$ cat config.mk
export PLATFORM = sky130hd
export DESIGN_NAME = ddr_capture_trainer
export DESIGN_NICKNAME = d
export VERILOG_FILES = /design/src/rtl/ddr_cpt_pkg.sv /design/src/rtl/cpt_tap_matcher.sv /design/src/rtl/cpt_run_finder.sv /design/src/rtl/ddr_capture_trainer.sv
export SDC_FILE = /design/constraint.sdc
export NUM_CORES = 1
export LEC_CHECK = 0
export BUFFER_PORTS_ARGS = -buffer_cell sky130_fd_sc_hd__buf_2
export CORE_AREA = 2 2 107 109
export DETAILED_ROUTE_END_ITERATION = 6
export DIE_AREA = 0 0 109 111
export PLACE_DENSITY = 0.54
export SYNTH_ARGS = -nofsm -noshare
export SYNTH_HDL_FRONTEND = slang
export SYNTH_SLANG_ARGS = --single-unit
$ cat constraint.sdc
create_clock -name clk -period 0.8 [get_ports clk]
set_input_delay 0.08 -clock clk [delete_from_list [all_inputs] [get_ports clk]]
set_output_delay 0.08 -clock clk [all_outputs]
set_load 0.1 [all_outputs]
$ cat src/rtl/ddr_cpt_pkg.sv
package ddr_cpt_pkg;
  typedef enum logic [1:0] {
    LM_ONE  = 2'd0,
    LM_TWO  = 2'd1,
    LM_FOUR = 2'd2
  } lane_mode_e;

  function automatic int active_lanes(input logic [1:0] mode, input int nlanes);
    int n;
    case (mode)
      2'd0:    n = 1;
      2'd1:    n = 2;
      default: n = 4;
    endcase
    if (n > nlanes) n = nlanes;
    return n;
  endfunction
endpackage

$ cat src/rtl/cpt_tap_matcher.sv
module cpt_tap_matcher #(
  parameter int NLANES = 4
) (
  input  logic              clk,
  input  logic              rst_n,
  input  logic              samp_en,
  input  logic              first,
  input  logic              in_pat,
  input  logic              exp_bit,
  input  logic [NLANES-1:0] lane_bits,
  input  logic [NLANES-1:0] lane_mask,
  output logic              ok
);
  logic ok_q, ok_d, lanes_hit;

  assign lanes_hit = ((lane_bits ^ {NLANES{exp_bit}}) & lane_mask) == '0;

  always_comb begin
    ok_d = ok_q;
    if (samp_en) begin
      ok_d = (first ? 1'b1 : ok_q) & (in_pat ? lanes_hit : 1'b1);
    end
  end

  always_ff @(posedge clk or negedge rst_n) begin
    if (!rst_n) ok_q <= 1'b0;
    else        ok_q <= ok_d;
  end

  assign ok = ok_q;
endmodule

$ cat src/rtl/cpt_run_finder.sv
module cpt_run_finder #(
  parameter int NTAPS = 8,
  localparam int TAP_W = $clog2(NTAPS),
  localparam int LEN_W = $clog2(NTAPS + 1)
) (
  input  logic [NTAPS-1:0] pass_vec,
  output logic             any_pass,
  output logic [TAP_W-1:0] mid_tap
);
  logic [LEN_W-1:0] cur_len, best_len, half;
  logic [TAP_W-1:0] cur_start, best_start;

  always_comb begin
    cur_len    = '0;
    best_len   = '0;
    cur_start  = '0;
    best_start = '0;
    for (int t = 0; t < NTAPS; t++) begin
      if (pass_vec[t]) begin
        if (cur_len == '0) cur_start = TAP_W'(t);
        cur_len = cur_len + LEN_W'(1);
        if (cur_len > best_len) begin
          best_len   = cur_len;
          best_start = cur_start;
        end
      end else begin
        cur_len = '0;
      end
    end
    half     = (best_len - LEN_W'(1)) >> 1;
    any_pass = (best_len != '0);
    mid_tap  = best_start + half[TAP_W-1:0];
  end
endmodule

$ cat src/rtl/ddr_capture_trainer.sv
module ddr_capture_trainer
  import ddr_cpt_pkg::*;
#(
  parameter int NTAPS  = 8,
  parameter int NLANES = 4,
  parameter int PAT_W  = 8,
  localparam int TAP_W = $clog2(NTAPS),
  localparam int CNT_W = $clog2(PAT_W + 1)
) (
  input  logic                    clk,
  input  logic                    rst_n,
  input  logic                    preamble_win,
  input  logic [1:0]              lane_mode,
  input  logic [PAT_W-1:0]        learn_pat,
  input  logic [NTAPS*NLANES-1:0] tap_samples,
  output logic [TAP_W-1:0]        cap_tap,
  output logic                    cap_valid,
  output logic                    cap_err
);
  // reset: asserted asynchronously, released on a clock edge
  logic rs_meta, rs_n;
  always_ff @(posedge clk or negedge rst_n) begin
    if (!rst_n) begin
      rs_meta <= 1'b0;
      rs_n    <= 1'b0;
    end else begin
      rs_meta <= 1'b1;
      rs_n    <= rs_meta;
    end
  end

  // window tracking and bit index
  logic             win_q, first, close, in_pat, exp_bit, full;
  logic [CNT_W-1:0] cnt_q, cnt_d, idx;
  logic [PAT_W-1:0] pat_sh;

  assign first  = preamble_win & ~win_q;
  assign close  = win_q & ~preamble_win;
  assign idx    = first ? '0 : cnt_q;
  assign in_pat = idx < CNT_W'(PAT_W);
  assign pat_sh = learn_pat << idx;
  assign exp_bit = pat_sh[PAT_W-1];
  assign full   = cnt_q == CNT_W'(PAT_W);

  always_comb begin
    cnt_d = cnt_q;
    if (preamble_win && in_pat) cnt_d = idx + CNT_W'(1);
    else if (first)             cnt_d = '0;
  end

  always_ff @(posedge clk or negedge rs_n) begin
    if (!rs_n) begin
      win_q <= 1'b0;
      cnt_q <= '0;
    end else begin
      win_q <= preamble_win;
      cnt_q <= cnt_d;
    end
  end

  // active lane mask
  logic [NLANES-1:0] lane_mask;
  int act_n;
  assign act_n = active_lanes(lane_mode, NLANES);
  for (genvar l = 0; l < NLANES; l++) begin : g_mask
    assign lane_mask[l] = (l < act_n);
  end

  // one matcher per tap
  logic [NTAPS-1:0] ok_vec, pass_vec;
  for (genvar t = 0; t < NTAPS; t++) begin : g_tap
    cpt_tap_matcher #(.NLANES(NLANES)) u_match (
      .clk       (clk),
      .rst_n     (rs_n),
      .samp_en   (preamble_win),
      .first     (first),
      .in_pat    (in_pat),
      .exp_bit   (exp_bit),
      .lane_bits (tap_samples[t*NLANES +: NLANES]),
      .lane_mask (lane_mask),
      .ok        (ok_vec[t])
    );
  end
  assign pass_vec = ok_vec & {NTAPS{full}};

  logic             any_pass;
  logic [TAP_W-1:0] mid_tap;
  cpt_run_finder #(.NTAPS(NTAPS)) u_runs (
    .pass_vec (pass_vec),
    .any_pass (any_pass),
    .mid_tap  (mid_tap)
  );

  // result registers, loaded only at window close
  logic [TAP_W-1:0] tap_q, tap_d;
  logic             val_q, val_d, err_q, err_d;

  always_comb begin
    tap_d = tap_q;
    val_d = val_q;
    err_d = err_q;
    if (close) begin
      if (any_pass) tap_d = mid_tap;
      val_d = any_pass;
      err_d = ~any_pass;
    end
  end

  always_ff @(posedge clk or negedge rs_n) begin
    if (!rs_n) begin
      tap_q <= '0;
      val_q <= 1'b0;
      err_q <= 1'b0;
    end else if (close) begin
      tap_q <= tap_d;
      val_q <= val_d;
      err_q <= err_d;
    end
  end

  assign cap_tap   = tap_q;
  assign cap_valid = val_q;
  assign cap_err   = err_q;
endmodule

## Word level (Yosys, flattened, before mapping)

Cells that the tools add are included.

- Bits in registers: 20
- Bits of input ports: 45
- Output and inout bits: 5
- Word-level logic and storage cells: 160

- Add/subtract/negate cells: 10
- Magnitude comparators: 13
- Eq/ne operators: 2
- Shift operators: 1
- Multiplexer cells: 70
- Bitwise operators: 30
- Reductions and logical operators: 19

Operators by type and width:

| operator | count |
|---|---|
| two-way mux 4 bit | 22 |
| two-way mux 3 bit | 27 |
| < comparator 3 x 32 -> 1 bit, first input constant | 2 |
| zero test 4 bit | 15 |
| AND 4 bit | 8 |
| > comparator 32 x 4 -> 1 bit, second input constant | 1 |
| < comparator 1 x 32 -> 1 bit, first input constant | 1 |
| < comparator 2 x 32 -> 1 bit, first input constant | 1 |
| two-way mux 32 bit | 1 |
| bitwise XOR 4 bit | 8 |
| adder 4 x 1 -> 4 bit, second input constant | 7 |
| > comparator 4 bit | 6 |
| two-way mux 1 bit | 19 |
| AND 1 bit | 10 |
| AND 8 bit | 1 |
| << shifter 8 x 4 -> 8 bit | 1 |
| case mux 3 bit (2 select lines) | 1 |
| equality test 4 bit, second input constant | 1 |
| > comparator 4 x 1 -> 1 bit | 1 |
| < comparator 4 bit, second input constant | 1 |
| nonzero test 4 bit | 1 |
| subtractor 4 x 1 -> 4 bit, second input constant | 1 |
| adder 3 bit | 1 |
| NOT 1 bit | 3 |
| 5 further kinds | 5 |

## Depth between registers and ports, before layout

Gate-level depths: netlist (run 1).

- Depth in word-level cells: 27
- Gate-level depth with buffers: 55

## Modules after synthesis

A second synthesis (run 1) with hierarchy kept.

- Cells, all modules: 383
- Area total of the unflattened synthesis: 3046.7 µm²

By module, submodules not included:

| module | instances | cells an instance | area an instance (µm²) | sequential area each (µm²) |
|---|---|---|---|---|
| cpt_run_finder | 1 | 234 | 1577.8 | 0.0 |
| cpt_tap_matcher | 8 | 10 | 98.8 | 25.0 |
| ddr_capture_trainer | 1 | 69 | 678.2 | 300.3 |

## Worst setup path before layout (run 1)

Ideal clock, no wire load.

- Path type: register -> register
- Start point: register cnt_q[1]
- End point: register tap_q[2], in the netlist cap_tap[2]
- Library setup time: 0.080 ns
- Data arrival time: 10.713 ns
- Path slack: -9.993 ns
- Cell stages (with the launch flop): 53
- Period minus slack after synthesis: 10.793 ns
- Cells stage by stage: dfrtp_1 buf_6 nor4b_2 clkbuf_1 nand2_1 ha_1 nor3_1 ha_1 clkbuf_1 xnor2_1 ha_1 nor3b_1 a21oi_1 nand2_1 nor2_1 a31oi_1 inv_1 ha_1 (+17 left out) nand3b_1 clkbuf_1 a21oi_1 inv_1 ha_1 and3_1 a22o_1 a221oi_1 o21a_2 and3_2 a31oi_1 ha_1 inv_1 fa_1 inv_1 o31a_1 a221o_1 o211ai_2

- Word-level cells in the longest chain between the ends: 27
- Elaborated cells between the ends (all ways): 77

RTL lines:

| what | RTL line | text |
|---|---|---|
| start, declared | ddr_capture_trainer.sv:34 | `logic [CNT_W-1:0] cnt_q, cnt_d, idx;` |
| start signal, assigned | ddr_capture_trainer.sv:57 | `cnt_q <= cnt_d;` |
| equality test 4 bit (*) | ddr_capture_trainer.sv:43 | `assign full = cnt_q == CNT_W'(PAT_W);` |
| AND 8 bit (*) | ddr_capture_trainer.sv:84 | `assign pass_vec = ok_vec & {NTAPS{full}};` |
| two-way mux 1 bit | cpt_run_finder.sv:19 | `if (pass_vec[t]) begin` |
| adder 1 x 1 -> 2 bit | cpt_run_finder.sv:21 | `cur_len = cur_len + LEN_W'(1);` |
| > comparator 4 x 1 -> 1 bit | cpt_run_finder.sv:22 | `if (cur_len > best_len) begin` |
| two-way mux 4 bit | cpt_run_finder.sv:22 |  |
| two-way mux 4 bit | cpt_run_finder.sv:19 |  |
| > comparator 4 bit | cpt_run_finder.sv:22 |  |
| (+11 left out) | -- |  |
| > comparator 4 bit | cpt_run_finder.sv:22 |  |
| two-way mux 4 bit | cpt_run_finder.sv:22 |  |
| two-way mux 4 bit | cpt_run_finder.sv:19 |  |
| > comparator 4 bit | cpt_run_finder.sv:22 |  |
| two-way mux 4 bit | cpt_run_finder.sv:22 |  |
| two-way mux 4 bit | cpt_run_finder.sv:19 |  |
| subtractor 4 x 1 -> 4 bit / nonzero test 4 bit (equally long branches) | cpt_run_finder.sv:30, cpt_run_finder.sv:31 |  |
| adder 3 bit / AND reduction 2 bit (equally long branches) | -- |  |
| end signal, assigned | ddr_capture_trainer.sv:115 | `tap_q <= tap_d;` |
| end, declared | ddr_capture_trainer.sv:95 | `logic [TAP_W-1:0] tap_q, tap_d;` |

Every way passes the cells marked *; elsewhere a longest branch is shown, timed or not. The select of a mux whose other input is x is not followed.
A chain may end at the register's enable or synchronous reset.

## Final worst setup path (run 1)

- Start point: register cnt_q[2]
- End point: register tap_q[2], in the netlist cap_tap[2]

The elaborated chain is that of the path after synthesis.

==> qor.csv, run 1 <==
metric,value,unit
status,finished with violations,
failing checks,setup timing,
CP required,0.98,ns
gr ovfl total,0,
Slew @ Worst Pin,0.505,ns
combinational power share,64.3,%
FILL cells,1023,
Post-synth EDFFs,0,
Achievable Freq,109,MHz
fin area,0.00571,mm²
largest net degree at the start of global routing,19,
RSZ-0062 raised after global routing,yes,
Synth top area share,15.5,%
CTS tree,yes,
final worst setup slack,-8.37,ns
"Cell Area, Synth",0.00323,mm²
Critical Path AT,9.35,ns
VDD IR max,0.00156,V
vias,3971,
peak per-stage delay on the critical path,0.42,ns
hold crit path type,in -> async,
Num CTS Buffers,3,
Sink Count,20,
most frequent cells in the layout,"buf_4, nand2_1, buf_2",
ys flop type,dfrtp_1,
endpoint class of the critical path,register,
RR Endpoint,cap_tap[2],
final RePlAce weighted congestion,0.882,
via count of the first global-routing pass,3915,
asr flop ratio synth,100,%
startpoint types,register,
first-pass GRT wire length,17800,µm
io pins,50,
"FF+latch count, synth",20,
standard-cell rows,39,
Die W,109,µm
Final period util,1150,%
post-synth top area cell,dfrtp_1,
vias per cell,5.02,
Final Hold Fails,0,
Placed Area,0.00500,mm²
Max Cap Violations,0,
root buf cell,clkbuf_16,
Initial DRC Count,135,
Routed Antenna Nets,0,
Clock transition at path regs,0.06,ns
Max H-tree Level,1,
fin crit period,9.17,ns
residual DRC count,0,
Int Power,4.86,mW
Critical-path top delay cell,dfrtp_1,
r2r startpoint,cnt_q[2],
wire per inst,13.7,µm
slew margin rel.,66.2,%
Final Slew Violations,0,
PD cells,1440,mW/mm²
core area,0.0111,mm²
FF-to-FF path depth,48,
Clock Latency Late Sink,0.25,ns
sequential share of power,19.1,%
Clk network pwr share,16.6,%
share of post-route cells with drive strength above 1,52.5,%
crit-path max FO,7,
placed wire-length estimate,8530,µm
Min Hold Slack,0.141,ns
Netlist cell types,78,
final setup vio count,22,
diode count,0,
Setup Skew,0.00234,ns
maximum root-to-sink buffer count,2,
synth top area cells,"dfrtp_1, ha_1, nand2_1, xnor2_1, a21oi_1",
Area Growth Syn to Fin,76.6,%
Sw Share,41.1,%
Crit Path Category,reg -> reg,
reg2reg setup slack,-8.37,ns
1st-pass router iterations,4,
Mapped Cells,428,
post-synthesis area per instance,7.55,µm²
Leakage,2.61,nW
chip height,111,µm
I/O Buffers,49,
WL final,10800,µm
initial antenna violation count,0,
YS warnings,0,
Initial Util,29.2,%
Global Route Usage Sum,17.8,%
most frequent CP cell,ha_4,
total net switching power,3.38,mW
"commonest non-fill, non-tap cell in the layout",buf_4,
register area share after synthesis,15.5,%
die area,0.0121,mm²
Final #Nets,723,
==> worst max-delay path: cells and delay by family (launching register included) <==
family | cells | cell delay (ns)
simple gates | 12 | 2.04
buf+inv | 6 | 0.51
xor+xnor | 1 | 0.08
flops | 1 | 0.42
compound gates | 17 | 3.23
fa+ha+maj | 9 | 2.08
mux | 3 | 0.73
==> power groups by stage <==
stage          logic, mW  clock network [mW]  registers, mW
4_1_cts             4.90                1.38           1.57
3_5_place_dp        4.09                   0           1.58
3_3_place_gp        4.04                   0           1.57
6_report            5.30                1.37           1.58
2_1_floorplan       2.06                   0           2.08
5_1_grt             5.70                1.44           1.61
==> cells by family (layout without fill, tap and decap cells) <==
logic type                 count (synthesis)  count (layout)  share of synthesized area (%)
AOI/OAI and AO/OA                        139             141                           30.2
xor gates and xnor gates                  27              27                           7.32
adders and majority gates                 30              30                           11.8
buffers and inverters                     50             267                           6.66
DFF                                       20              20                           15.5
muxes                                     16              16                           5.38
other                                      1               2                          0.116
and+or+nand+nor                          145             145                           23.0
==> synthesized netlist by cell type, drive strengths merged (6+ instances only) <==
cell type	number
inv	34
a21oi	37
o211ai	6
nand2b	6
clkbuf	9
nor2	29
dfrtp	20
mux2i	8
a31oi	8
xnor2	22
nand2	52
ha	28
nand3	11
o221ai	12
and2	10
o21ai	34
mux2	8
buf	6
==> registers in the layout, summed over array words and instances, names as in the netlist <==
signal and count:
cnt_q 4, cap_valid 1, rs_n 1, rs_meta 1
g_tap.u_match.ok 8, cap_tap 3, win_q 1, cap_err 1
==> cell type report <==
type	instances	area, µm²	share of cell area, %
Inverter	35	134	2.35
Clock inverter	1	30.0	0.526
Tap cell	143	179	3.14
Sequential cell	20	505	8.86
Timing Repair Buffer	228	1730	30.3
Multi-Input combinational cell	361	3060	53.6
Clock buffer	3	75.1	1.32
==> per-layer routing <==
layer	wire length, µm	GRT usage [%]	up-vias
li1	-	-	2016
met1	4850	23.0	1855
met2	5480	32.3	84
met3	296	0.764	16
met4	182	3.50	0
met5	0	0	-
==> worst max path at each step <==
stage	from	to	slack, ns	depth (start not counted)
after global routing	cnt_q[2]	cap_tap[2]	-8.85	48
after detailed placement	cnt_q[2]	cap_tap[2]	-8.67	49
after floorplan	cnt_q[0]	cap_tap[2]	-8.97	52
final	cnt_q[2]	cap_tap[2]	-8.37	48
after CTS	cnt_q[0]	cap_tap[2]	-8.44	51
after global placement	cnt_q[0]	cap_tap[2]	-8.40	46
==> per-stage QoR <==
stage	cells	worst slack, ns	total power, mW	utilization [%]	setup TNS (ns)
finish	791	-8.37	8.24	51.5	-54.25
global route	791	-8.85	8.75	51.5	-57.92
CTS	779	-8.44	7.85	49.4	-53.17
detailed placement	756	-8.67	5.67	45.1	-54.60
global placement	756	-8.40	5.61	45.1	-53.19
floorplan	429	-8.97	4.14	-	-53.49
==> what timing repair did <==
action,CTS,global route
buffers inserted,16,12
endpoints found under the setup margin,22,22
pin swaps,45,39
gates cloned,2,0
endpoints found under the hold margin,2,0
hold buffers,1,0
resized for setup,49,34
Power figures use the tool's default switching activity.
==> run 2, diff against run 1 <==
--- a/config.mk
+++ b/config.mk
@@ -6,10 +6,10 @@
 export NUM_CORES = 1
 export LEC_CHECK = 0
 export BUFFER_PORTS_ARGS = -buffer_cell sky130_fd_sc_hd__buf_2
-export CORE_AREA = 2 2 107 109
+export CORE_AREA = 2 2 87 89
 export DETAILED_ROUTE_END_ITERATION = 6
-export DIE_AREA = 0 0 109 111
-export PLACE_DENSITY = 0.54
+export DIE_AREA = 0 0 89 91
+export PLACE_DENSITY = 0.73
 export SYNTH_ARGS = -nofsm -noshare
 export SYNTH_HDL_FRONTEND = slang
 export SYNTH_SLANG_ARGS = --single-unit
==> run 2 against run 1 <==
Compared with the run above: the run still ends with setup timing left; non-clock buffer count is 7 lower; worst hold slack worse by 0.0053 ns; cell area is 2.3% lower; utilization grew 27 points; register-to-register slack worse by 0.29 ns; sequential share of layout area is 0.21 points higher; largest cell class unchanged; clock power fell by 21%; sequential cell count unchanged.
==> qor.csv, run 2 (same netlist as run 1, synthesis figures left out) <==
metric,value,unit,change
status,finished with violations,,
failing checks,setup timing,,
chip height,91,µm,-18%
"worst slack, placed",-8.81,ns,-0.143 ns
standard-cell rows,31,,-21%
Final period util,1180,%,+36 points
M3 GR Usage,0.909,%,+0.14 points
vias per cell,5.87,,+17%
io pins,50,,unchanged
Achievable Freq,106,MHz,-3.0%
Setup Skew,0.0166,ns,+0.0143 ns
CTS tree,yes,,
I/O Buffers,49,,unchanged
M1 GR Usage,35.9,%,+13 points
largest net degree at the start of global routing,19,,unchanged
Num CTS Buffers,3,,unchanged
Final #Nets,716,,-0.97%
Initial Util,45.3,%,+16 points
root buf cell,clkbuf_8,,
placed wire-length estimate,8240,µm,-3.3%
Leakage,2.56,nW,-2.1%
Final Slew Violations,0,,unchanged
die area,0.00810,mm²,-33%
core area,0.00714,mm²,-36%
Area Growth Syn to Fin,72.5,%,
Clock Latency Late Sink,0.28,ns,+0.03 ns
PD cells,1520,mW/mm²,+5.3%
gr ovfl total,0,,unchanged
Crit Path Category,reg -> reg,,
Placed Area,0.00487,mm²,-2.6%
max FFs per register,8,,unchanged
most frequent cells in the layout,"buf_4, nand2_1, buf_2",,
via count of the first global-routing pass,4213,,+7.6%
Sink Count,20,,unchanged
Global Route Usage Sum,29.2,%,+11 points
hold crit path type,in -> async,,
final worst setup slack,-8.66,ns,-0.286 ns
Die W,89,µm,-18%
most crowded layer after global routing,met2,,
"commonest non-fill, non-tap cell in the layout",buf_4,,
wire per inst,17.9,µm,+31%
met2 GRT Util,54.5,%,+22 points
reg2reg setup slack,-8.66,ns,-0.29 ns
Final Hold Fails,0,,unchanged
Critical Path AT,9.67,ns,+0.32 ns
RSZ-0062 raised after global routing,yes,,
WL final,13300,µm,+23%
Routed Antenna Nets,0,,unchanged
Critical-path top delay cell,dfrtp_1,,
residual DRC count,0,,unchanged
Max Cap Violations,0,,unchanged
placed instance count,702,,-7.1%
diode count,0,,unchanged
crit-path max FO,5,,-2
endpoint class of the critical path,register,,
Max H-tree Level,1,,unchanged
startpoint types,register,,
VDD IR max,0.00181,V,+16%
1st-pass router iterations,5,,+1
final setup vio count,22,,unchanged
Initial DRC Count,304,,+130%
Finished Layout Cells,740,,-6.4%
CP required,1.01,ns,+0.03 ns
vias,4341,,+9.3%
maximum root-to-sink buffer count,2,,unchanged
share of post-route cells with drive strength above 1,52.9,%,+0.42 points
final RePlAce weighted congestion,0.946,,+7.3%
most frequent CP cell,ha_4,,
initial antenna violation count,0,,unchanged
Min Hold Slack,0.136,ns,-0.00531 ns
fin area,0.00557,mm²,-2.3%
first-pass GRT wire length,19300,µm,+7.9%
Clock transition at path regs,0.09,ns,+0.03 ns
fin crit period,9.46,ns,+0.286 ns
peak per-stage delay on the critical path,0.45,ns,+0.03 ns
-- run 2: repair_timing --
item	CTS	global route
setup buffers	19	17
endpoints found under the setup margin	22	22
cloned	2	0
hold buffers	1	0
gates resized for setup	41	47
endpoints found under the hold margin	2	0
pin swaps	21	29
-- run 2: stage by stage --
| stage | total power [mW] | util, % | TNS, ns |
|---|---|---|---|
| detailed placement | 5.64 | 68.3 | -54.55 |
| global route | 8.74 | 78.1 | -59.47 |
| global placement | 5.49 | 68.3 | -52.03 |
| finish | 8.47 | 78.1 | -56.69 |
| floorplan | 4.14 | - | -53.49 |
| CTS | 7.42 | 73.8 | -53.09 |
-- run 2: final timing paths --
kind / from / end / cells after the start
setup / recovery: cnt_q[2] / cap_tap[2] / 47
hold / removal: rst_n / rs_meta / 2
setup reg to reg: cnt_q[2] / cap_tap[2] / 47
hold reg to reg: rs_n / win_q / 1
max in group asynchronous: rs_n / g_tap[3].u_match.ok / 1
min in group clk: preamble_win / win_q / 2
-- run 2: layout make-up --
cell class	count	area, µm²
multi-input combinational	361	3070
timing repair buffer	221	1670
fill	463	1560
sequential	20	505
inverter	35	134
tap	99	124
clock buffer	3	41.3
clock inverter	1	30.0
-- run 2: metal layers --
metal	vias up	wire length, µm
li1	2004	-
met1	2051	5040
met2	217	6850
met3	69	632
met4	0	743
met5	-	0
-- run 2: worst max-delay path, delay by kind of cell (launching register included) --
family | cells | cell delay [ns]
AO/OA/AOI/OAI | 18 | 3.51
XOR/XNOR | 1 | 0.15
adder cells (fa/ha/maj) | 7 | 1.72
buffers and inverters | 6 | 0.55
flip-flops | 1 | 0.45
multiplexers | 3 | 0.83
AND/OR/NAND/NOR | 12 | 2.15
-- run 2: power breakdown --
group	switching (mW)	internal (mW)	total (mW)
logic	3.20	2.57	5.77
registers	0.329	1.29	1.62
clock network	0.406	0.671	1.08
total	3.94	4.53	8.47
